File: src/rtl/hra_pkg.sv
package hra_pkg;

    localparam int unsigned HRA_DW = 32;

    localparam logic [HRA_DW-1:0] PAT_DEAD = 32'hDEAD_ACCE;
    localparam logic [HRA_DW-1:0] PAT_ONES = '1;

    // result of decoding one host address
    typedef struct packed {
        logic              valid;     // location exists
        logic              readable;  // not write-only
        logic              safe;      // reachable while channels run
        logic              is_iram;   // internal RAM region
        logic [HRA_DW-1:0] wmask;     // writable bits
    } dec_t;

    // registered state of the top level
    typedef struct packed {
        logic              rvalid;
        logic [HRA_DW-1:0] rdata;
        logic              viol;
    } guard_st_t;

    // registered state of one line-clock monitor
    typedef struct packed {
        logic [2:0] sync;
    } sync_st_t;

endpackage

File: src/rtl/hra_lclk_monitor.sv
module hra_lclk_monitor #(
    parameter int unsigned TIMEOUT = 256
) (
    input  logic clk,
    input  logic rst_n,
    input  logic lclk,
    output logic alive
);
    localparam int unsigned CNT_W = $clog2(TIMEOUT + 1);
    localparam logic [CNT_W-1:0] CNT_MAX = CNT_W'(TIMEOUT);

    hra_pkg::sync_st_t st_d, st_q;
    logic [CNT_W-1:0]  cnt_d, cnt_q;
    logic              edge_seen;

    always_comb begin
        st_d      = st_q;
        st_d.sync = {st_q.sync[1:0], lclk};
        edge_seen = st_q.sync[2] ^ st_q.sync[1];
        cnt_d     = cnt_q;
        if (edge_seen) begin
            cnt_d = '0;
        end else if (cnt_q < CNT_MAX) begin
            cnt_d = cnt_q + 1'b1;
        end
    end

    always_ff @(posedge clk or negedge rst_n) begin
        if (!rst_n) begin
            st_q  <= '0;
            cnt_q <= CNT_MAX;   // dead until an edge arrives
        end else begin
            st_q  <= st_d;
            cnt_q <= cnt_d;
        end
    end

    assign alive = (cnt_q < CNT_MAX);

endmodule

File: src/rtl/hra_addr_decode.sv
module hra_addr_decode #(
    parameter int unsigned ADDR_W     = 12,
    parameter int unsigned NUM_GROUPS = 4,
    parameter int unsigned IRAM_WORDS = 64
) (
    input  logic [ADDR_W-1:0]                     addr,
    output hra_pkg::dec_t                         dec,
    output logic [$clog2(NUM_GROUPS)-1:0]         grp
);
    localparam int unsigned GRP_W  = $clog2(NUM_GROUPS);
    localparam int unsigned OFF_W  = ADDR_W - 1 - GRP_W;
    localparam int unsigned HIDX_W = 3;
    localparam int unsigned HUP_W  = ADDR_W - 1 - HIDX_W;

    logic [OFF_W-1:0]  off;
    logic [HUP_W-1:0]  host_upper;
    logic [HIDX_W-1:0] host_idx;

    assign grp        = addr[ADDR_W-2 -: GRP_W];
    assign off        = addr[OFF_W-1:0];
    assign host_upper = addr[ADDR_W-2:HIDX_W];
    assign host_idx   = addr[HIDX_W-1:0];

    always_comb begin
        dec          = '0;
        dec.is_iram  = addr[ADDR_W-1];
        if (dec.is_iram) begin
            dec.valid    = (32'(off) < IRAM_WORDS);
            dec.readable = dec.valid;
            dec.wmask    = dec.valid ? hra_pkg::PAT_ONES : '0;
        end else if (host_upper == '0) begin
            dec.valid    = 1'b1;
            dec.readable = 1'b1;
            unique case (host_idx)
                3'd0: dec.wmask = 32'hFFFF_FFFF;               // global setup
                3'd1: begin dec.wmask = 32'hFFFF_FFFC; dec.safe = 1'b1; end
                3'd2: begin dec.wmask = 32'h0000_FFFF; dec.safe = 1'b1; end
                3'd3: begin dec.wmask = 32'h0000_0000; dec.safe = 1'b1; end
                3'd4: dec.wmask = 32'h0000_00FF;               // port setup
                3'd5: begin dec.wmask = 32'h0000_3FFF; dec.readable = 1'b0; end
                default: begin dec.wmask = 32'hFFFF_FFFF; dec.safe = 1'b1; end
            endcase
        end
    end

endmodule

File: src/rtl/hra_guard.sv
module hra_guard #(
    parameter int unsigned ADDR_W     = 12,
    parameter int unsigned NUM_GROUPS = 4,
    parameter int unsigned IRAM_WORDS = 64,
    parameter int unsigned TIMEOUT    = 256
) (
    input  logic                  clk,
    input  logic                  rst_n,
    input  logic                  host_valid,
    input  logic                  host_we,
    input  logic [ADDR_W-1:0]     host_addr,
    input  logic [31:0]           host_wdata,
    output logic                  host_rvalid,
    output logic [31:0]           host_rdata,
    output logic                  access_violation,
    input  logic [NUM_GROUPS-1:0] tx_lclk,
    input  logic [NUM_GROUPS-1:0] rx_lclk,
    input  logic [NUM_GROUPS-1:0] chan_active,
    output logic                  bk_re,
    output logic                  bk_we,
    output logic [ADDR_W-1:0]     bk_addr,
    output logic [31:0]           bk_wdata,
    output logic [31:0]           bk_wmask,
    input  logic [31:0]           bk_rdata
);
    import hra_pkg::*;

    localparam int unsigned GRP_W = $clog2(NUM_GROUPS);

    logic [NUM_GROUPS-1:0] tx_alive, rx_alive, grp_alive;
    dec_t                  dec;
    logic [GRP_W-1:0]      dec_grp;
    guard_st_t             st_d, st_q;
    logic                  blocked, dead, allow;

    for (genvar g = 0; g < NUM_GROUPS; g++) begin : g_mon
        hra_lclk_monitor #(.TIMEOUT(TIMEOUT)) u_tx (
            .clk(clk), .rst_n(rst_n), .lclk(tx_lclk[g]), .alive(tx_alive[g]));
        hra_lclk_monitor #(.TIMEOUT(TIMEOUT)) u_rx (
            .clk(clk), .rst_n(rst_n), .lclk(rx_lclk[g]), .alive(rx_alive[g]));
        assign grp_alive[g] = tx_alive[g] & rx_alive[g];
    end

    hra_addr_decode #(
        .ADDR_W(ADDR_W), .NUM_GROUPS(NUM_GROUPS), .IRAM_WORDS(IRAM_WORDS)
    ) u_dec (
        .addr(host_addr), .dec(dec), .grp(dec_grp)
    );

    always_comb begin
        // denial order: active restriction, invalid, dead line clock
        blocked = host_valid && (|chan_active) && !dec.safe;
        dead    = dec.is_iram && !grp_alive[dec_grp];
        allow   = host_valid && !blocked && dec.valid && !dead;

        bk_addr  = host_addr;
        bk_wdata = host_wdata;
        bk_wmask = dec.wmask;
        bk_re    = allow && !host_we && dec.readable;
        bk_we    = allow && host_we && (|dec.wmask);

        st_d        = st_q;
        st_d.rvalid = host_valid && !host_we;
        st_d.viol   = st_q.viol | blocked;
        if (host_valid && !host_we) begin
            if (blocked || !dec.valid || !dec.readable) begin
                st_d.rdata = PAT_ONES;
            end else if (dead) begin
                st_d.rdata = PAT_DEAD;
            end else begin
                st_d.rdata = bk_rdata;
            end
        end
    end

    always_ff @(posedge clk or negedge rst_n) begin
        if (!rst_n) begin
            st_q <= '0;
        end else begin
            st_q <= st_d;
        end
    end

    assign host_rvalid      = st_q.rvalid;
    assign host_rdata       = st_q.rdata;
    assign access_violation = st_q.viol;

endmodule

File: config.mk
export PLATFORM = sky130hd
export DESIGN_NAME = hra_guard
export DESIGN_NICKNAME = d
export VERILOG_FILES = /design/src/rtl/hra_pkg.sv /design/src/rtl/hra_lclk_monitor.sv /design/src/rtl/hra_addr_decode.sv /design/src/rtl/hra_guard.sv
export SDC_FILE = /design/constraint.sdc
export NUM_CORES = 1
export LEC_CHECK = 0
export BUFFER_PORTS_ARGS = -buffer_cell sky130_fd_sc_hd__buf_2
export CORE_ASPECT_RATIO = 1.25
export CORE_MARGIN = 2
export CORE_UTILIZATION = 57
export CTS_BUF_LIST = sky130_fd_sc_hd__clkbuf_2
export DETAILED_ROUTE_END_ITERATION = 6
export GPL_ROUTABILITY_DRIVEN = 1
export PLACE_DENSITY = 0.9
export SLEW_MARGIN = 40
export SYNTH_ARGS = -nofsm -noshare
export SYNTH_HDL_FRONTEND = slang
export SYNTH_HIERARCHICAL = 1
export SYNTH_SLANG_ARGS = --single-unit
File: constraint.sdc
create_clock -name clk -period 4.2 [get_ports clk]
set_input_delay 0.42 -clock clk [delete_from_list [all_inputs] [get_ports clk]]
set_output_delay 0.42 -clock clk [all_outputs]
set_load 0.01 [all_outputs]
### Word level (Yosys, flattened, before mapping)

Cells that the tools add are included.

* register bits after elaboration: 130
* bits in latches: 0
* bits in writable memories: 0
* bits in read-only memories: 0
* output and inout port bits: 112
* memories kept: 0

* add/subtract/negate cells: 8
* multiply operators: 0
* divide/modulo/power cells: 0
* $lt $le $gt $ge: 10
* equal/unequal tests: 5
* shifts and indexed selects: 0
* multiplexer cells: 29
* bitwise logic cells: 13
* reduce and logical (&&, ||, !) cells: 33

Operators with widths (count)
* 32-bit 2-to-1 mux: 5
* 32-bit one-hot mux with 5 select lines: 1
* 9-bit 2-to-1 mux: 16
* 9-bit by 1-bit adder with 9-bit output (second input constant): 8
* 9-bit < comparator (second input constant): 8
* 32-bit OR reduction: 1
* 2-bit nonzero test: 8
* 1-bit logical AND: 11
* 9-bit by 7-bit < comparator with 1-bit output (second input constant): 1
* 8-bit zero test: 1
* 1-bit XOR: 8
* 1-bit zero test: 7
* 3-bit by 2-bit == test with 1-bit output (second input constant): 2
* 3-bit == test (second input constant): 2
* 1-bit AND: 4
* 1-bit 2-to-1 mux: 4
* 4-bit OR reduction: 1
* 3-bit by 1-bit == test with 1-bit output (second input constant): 1
* 3-bit zero test: 1
* 2-bit by 3-bit < comparator with 1-bit output (second input constant): 1
* 3-bit 2-to-1 mux: 1
* 3-bit OR reduction: 1
* 1-bit binary-select mux with 2-bit select: 1
* 1-bit logical OR: 2
* 2 further kinds: 2

### Depth between registers and ports, before layout

* depth in word-level cells: 13
* depth in mapped cells: 10

### Modules after synthesis

The synthesis kept the hierarchy.

Modules (own cells, without submodules)
* hra_lclk_monitor: instances 8, cells an instance 45, area each 516.7 um2, seq. area each 301.5 um2
* hra_guard: instances 1, cells an instance 171, area each 1774.2 um2, seq. area each 850.8 um2
* hra_addr_decode: instances 1, cells an instance 63, area each 456.7 um2, seq. area each 0.0 um2

### Least setup slack after synthesis

No wires, ideal clock.

* path kind: input-to-output
* start point: input port host_addr[1]
* end point: output port bk_we
* arrival time: 2564 ps
* required time: 3780 ps
* path slack: 1216 ps
* cell stages on the path: 9
* cells stage by stage: inv_1 > ha_1 > o211ai_1 > a21oi_1 > buf_4 > nor4_1 > nand4_1 > o22ai_1 > a211oi_1

RTL lines
* start: declaration: RTL line hra_guard.sv:11 `input logic [ADDR_W-1:0] host_addr,`
* parallel branches: the longest is 3 deep, another holds 9-bit by 7-bit < comparator with 1-bit output
* 32-bit 2-to-1 mux (*): RTL line hra_addr_decode.sv:27 `if (dec.is_iram) begin`
* via bk_wmask[16]: RTL line hra_guard.sv:23 `output logic [31:0] bk_wmask,`
* 32-bit OR reduction (*): RTL line hra_guard.sv:60 `bk_we = allow && host_we && (|dec.wmask);`
* 1-bit logical AND (*): RTL line hra_guard.sv:60
* end: declaration: RTL line hra_guard.sv:20 `output logic bk_we,`

Mark *: on every way through the listed nets, which the timed path passes.

### Worst setup path in the final report

* start point: input port host_addr[1]
* end point: output port bk_we

* longest elaborated chain between the ends: 13

RTL lines (RTL line)
* parallel branches: the longest is 12 deep, another holds 9-bit by 7-bit < comparator with 1-bit output
* 1-bit logical AND (*): hra_guard.sv:60

Every way passes the cells marked *.

==> impl_metrics.ini <==
[timing]
post-route-period-util_pct = 73.8
fin_crit_ps = 3100
rsz0062_at_grt = false
relSlewSlack_pct = 46.9
worst_slew_pin_slew_ps = 795
tns_ps = 0
clock.fmax_ghz = 0.323
finalWorstSetupSlack_ps = 1100
finalSetupViolCount = 0
slew_viol_final = 0
hold_viol_final = 0
finalClockSkew_ps = 70.0

[setup_path]
worstSetupStartpointType = input pin
crit_slowest_cell = a21oi_1
arrival_ps = 2680
crit_path_end_kind = output port
worst-setup-path-type = input pin to output port
crit_path_max_incr_delay_ps = 600
cpMostUsedCell = buf_2
cp.buffers_inverters = 3
crit_fanout = 12
cp_top_family = compound AO/OA/AOI/OAI gates
required_ps = 3780
critical_path.cell_chain = buf_2, inv_1, ha_1, o311ai_1, a21oi_1, nor4_1, nand4_1, o22ai_1, a211oi_1, buf_2

[finish]
multi_input_area_um2 = 2460
final_cell_area_um2 = 7370
nets = 815
final-seq-area_um2 = 3260
area_growth_pct = 15.8
fill_cells = 751
final_core_util_pct = 67.2
drive_above_1_share_pct = 29.0

[place]
place_ws_ps = 1250
port_buffers = 139
place_hpwl_um = 9330
gp_congestion = 0.850
dpl_cell_area_um2 = 6670

[synth]
yosys.area.top_type = dfrtp_1
async_flop_share_pct = 100
synth_area_leaders = dfrtp_1 48%, buf_4 8.7%, xor2_1 4.4%
syn-num-nets = 695
netlist.area_leader.share_pct = 48.0
synth-edff-count = 0
ys_seq_area_share_pct = 51.3
yosysWarningCount = 6
yosysMostFrequentCell = dfrtp_1
synth.avg_cell_area_um2 = 10.7
synth_common_cells = 122 x dfrtp_1, 74 x buf_4, 48 x nor2_1
synth_seq_cells = 130
ys_types = 44
synth-main-ff-cell = dfrtp_1
syn_inst = 594
synth_area_um2 = 6360

[floorplan]
ioPinCount = 204
start_util_pct = 58.0
die_x_um = 98.5
rows = 43
core-area_um2 = 11000
die_h_um = 122
dieArea_um2 = 12000

[global_routing]
grt_pass1_wl_um = 27200
antenna_found_initial = 1
grt_pass1_vias = 5494
grt_overflow = 0
grt_usage_pct = 29.3
grt_start_max_net_pins = 75

[clocking]
cts_inserted_buffers = 17
clockBufferDepth = 2
holdBufCountCts = 41
cts_setup_buffers = 0
clock-sinks = 130
cts.clk_slew.worst_paths_ps = 210
clk_latency_ps = 750
cts_tree = yes
ctsResizeCount = 0
htreeDepth = 4
cts_root_buf = clkbuf_2

[pwr]
power_uw = 2580
vdd_ir_drop_max_mv = 0.208
p_per_area_nw_per_um2 = 350
p_leak_uw = 0.00323

[routing]
wire_per_inst_um = 20.1
wl_um = 17400
drtIter0Drc = 483
drt-vias-per-instance = 6.23
vias = 5376
detail-route-antenna-nets = 0
drtPass1Iterations = 6
drt_drc_violations_left = 0

[status]
status = finished clean

[hold_path]
hp-class = input pin to flop

[run]
cap_violations = 0
[worst paths after layout]
check,start,end,slack [ps],cells after the start
max reg2reg,g_mon[1].u_rx/cnt_q[8],host_rdata[27],2250,5
min reg2reg,g_mon[2].u_rx/st_q[0],g_mon[2].u_rx/st_q[1],380,0
min in group asynchronous,rst_n,host_rdata[0],230,2
max in group asynchronous,rst_n,host_rdata[2],3030,3
max,host_addr[1],bk_we,1100,10
min,chan_active[0],access_violation,60,3
[state kept, by name, indices dropped and copies added (netlist names)]
| register | cells |
|---|---|
| access_violation | 1 |
| g_mon.u_rx/cnt_q | 36 |
| g_mon.u_rx/st_q | 12 |
| g_mon.u_tx/cnt_q | 36 |
| g_mon.u_tx/st_q | 12 |
| host_rdata | 32 |
| host_rvalid | 1 |
[layout by cell type (no fill, tap or decap), types with 19 or more instances in the layout]
master | synthesis | layout
o21ai_0 | 26 | 26
xor2_1 | 32 | 32
nor2_1 | 48 | 47
or3_1 | 24 | 24
buf_2 | 1 | 138
nand2_1 | 29 | 29
dlygate4sd3_1 | 0 | 41
clkbuf_2 | 0 | 19
o22a_1 | 20 | 20
a21oi_1 | 46 | 45
nand3_1 | 19 | 19
dfrtp_1 | 122 | 122
[logic make-up (layout without fill, tap and decap cells)]
kind of cell / Yosys count / in the layout / share of synthesized area, %
muxes: 8 / 8 / 1.26
buffers and inverters: 96 / 229 / 10.4
xor gates and xnor gates: 32 / 32 / 4.40
and+or+nand+nor: 194 / 194 / 18.4
DFF: 130 / 130 / 51.3
AOI/OAI and AO/OA: 125 / 125 / 12.5
other: 0 / 1 / 0
adders and majority gates: 9 / 9 / 1.77
[layer usage]
metal	routed length (um)	GRT usage, %	vias to the layer above
met2	9010	51.4	379
met3	1350	7.57	105
met5	0	0	-
met1	5780	30.5	2601
li1	-	-	2291
met4	1210	20.5	0
[layout make-up]
type,instances,share of cell area (%)
timing repair buffer,185,15.6
sequential,130,44.3
clock buffer,19,1.29
inverter,12,0.611
clock inverter,13,2.51
tap,135,2.29
antenna,1,0.0340
multi-input combinational,368,33.4
[power breakdown]
group / switching (uW) / total (uW) / internal (uW)
registers: 72.5 / 1380 / 1300
clock network: 504 / 899 / 395
logic: 180 / 309 / 128
[through the flow]
step / hold WS [ps] / cells
global placement: 333 / 789
CTS: 37.8 / 862
detailed placement: 336 / 789
finish: 61.9 / 863
floorplan: 124 / 594
global route: 27.5 / 863
[worst register-to-register path, stage by stage, from the launching register on]
cell and delay (ps):
dfstp_2 640, inv_1 100, nand4b_1 130, o311ai_2 200, o21ai_4 540, o22a_1 290
No activity file was read; power rests on OpenSTA's default activity.
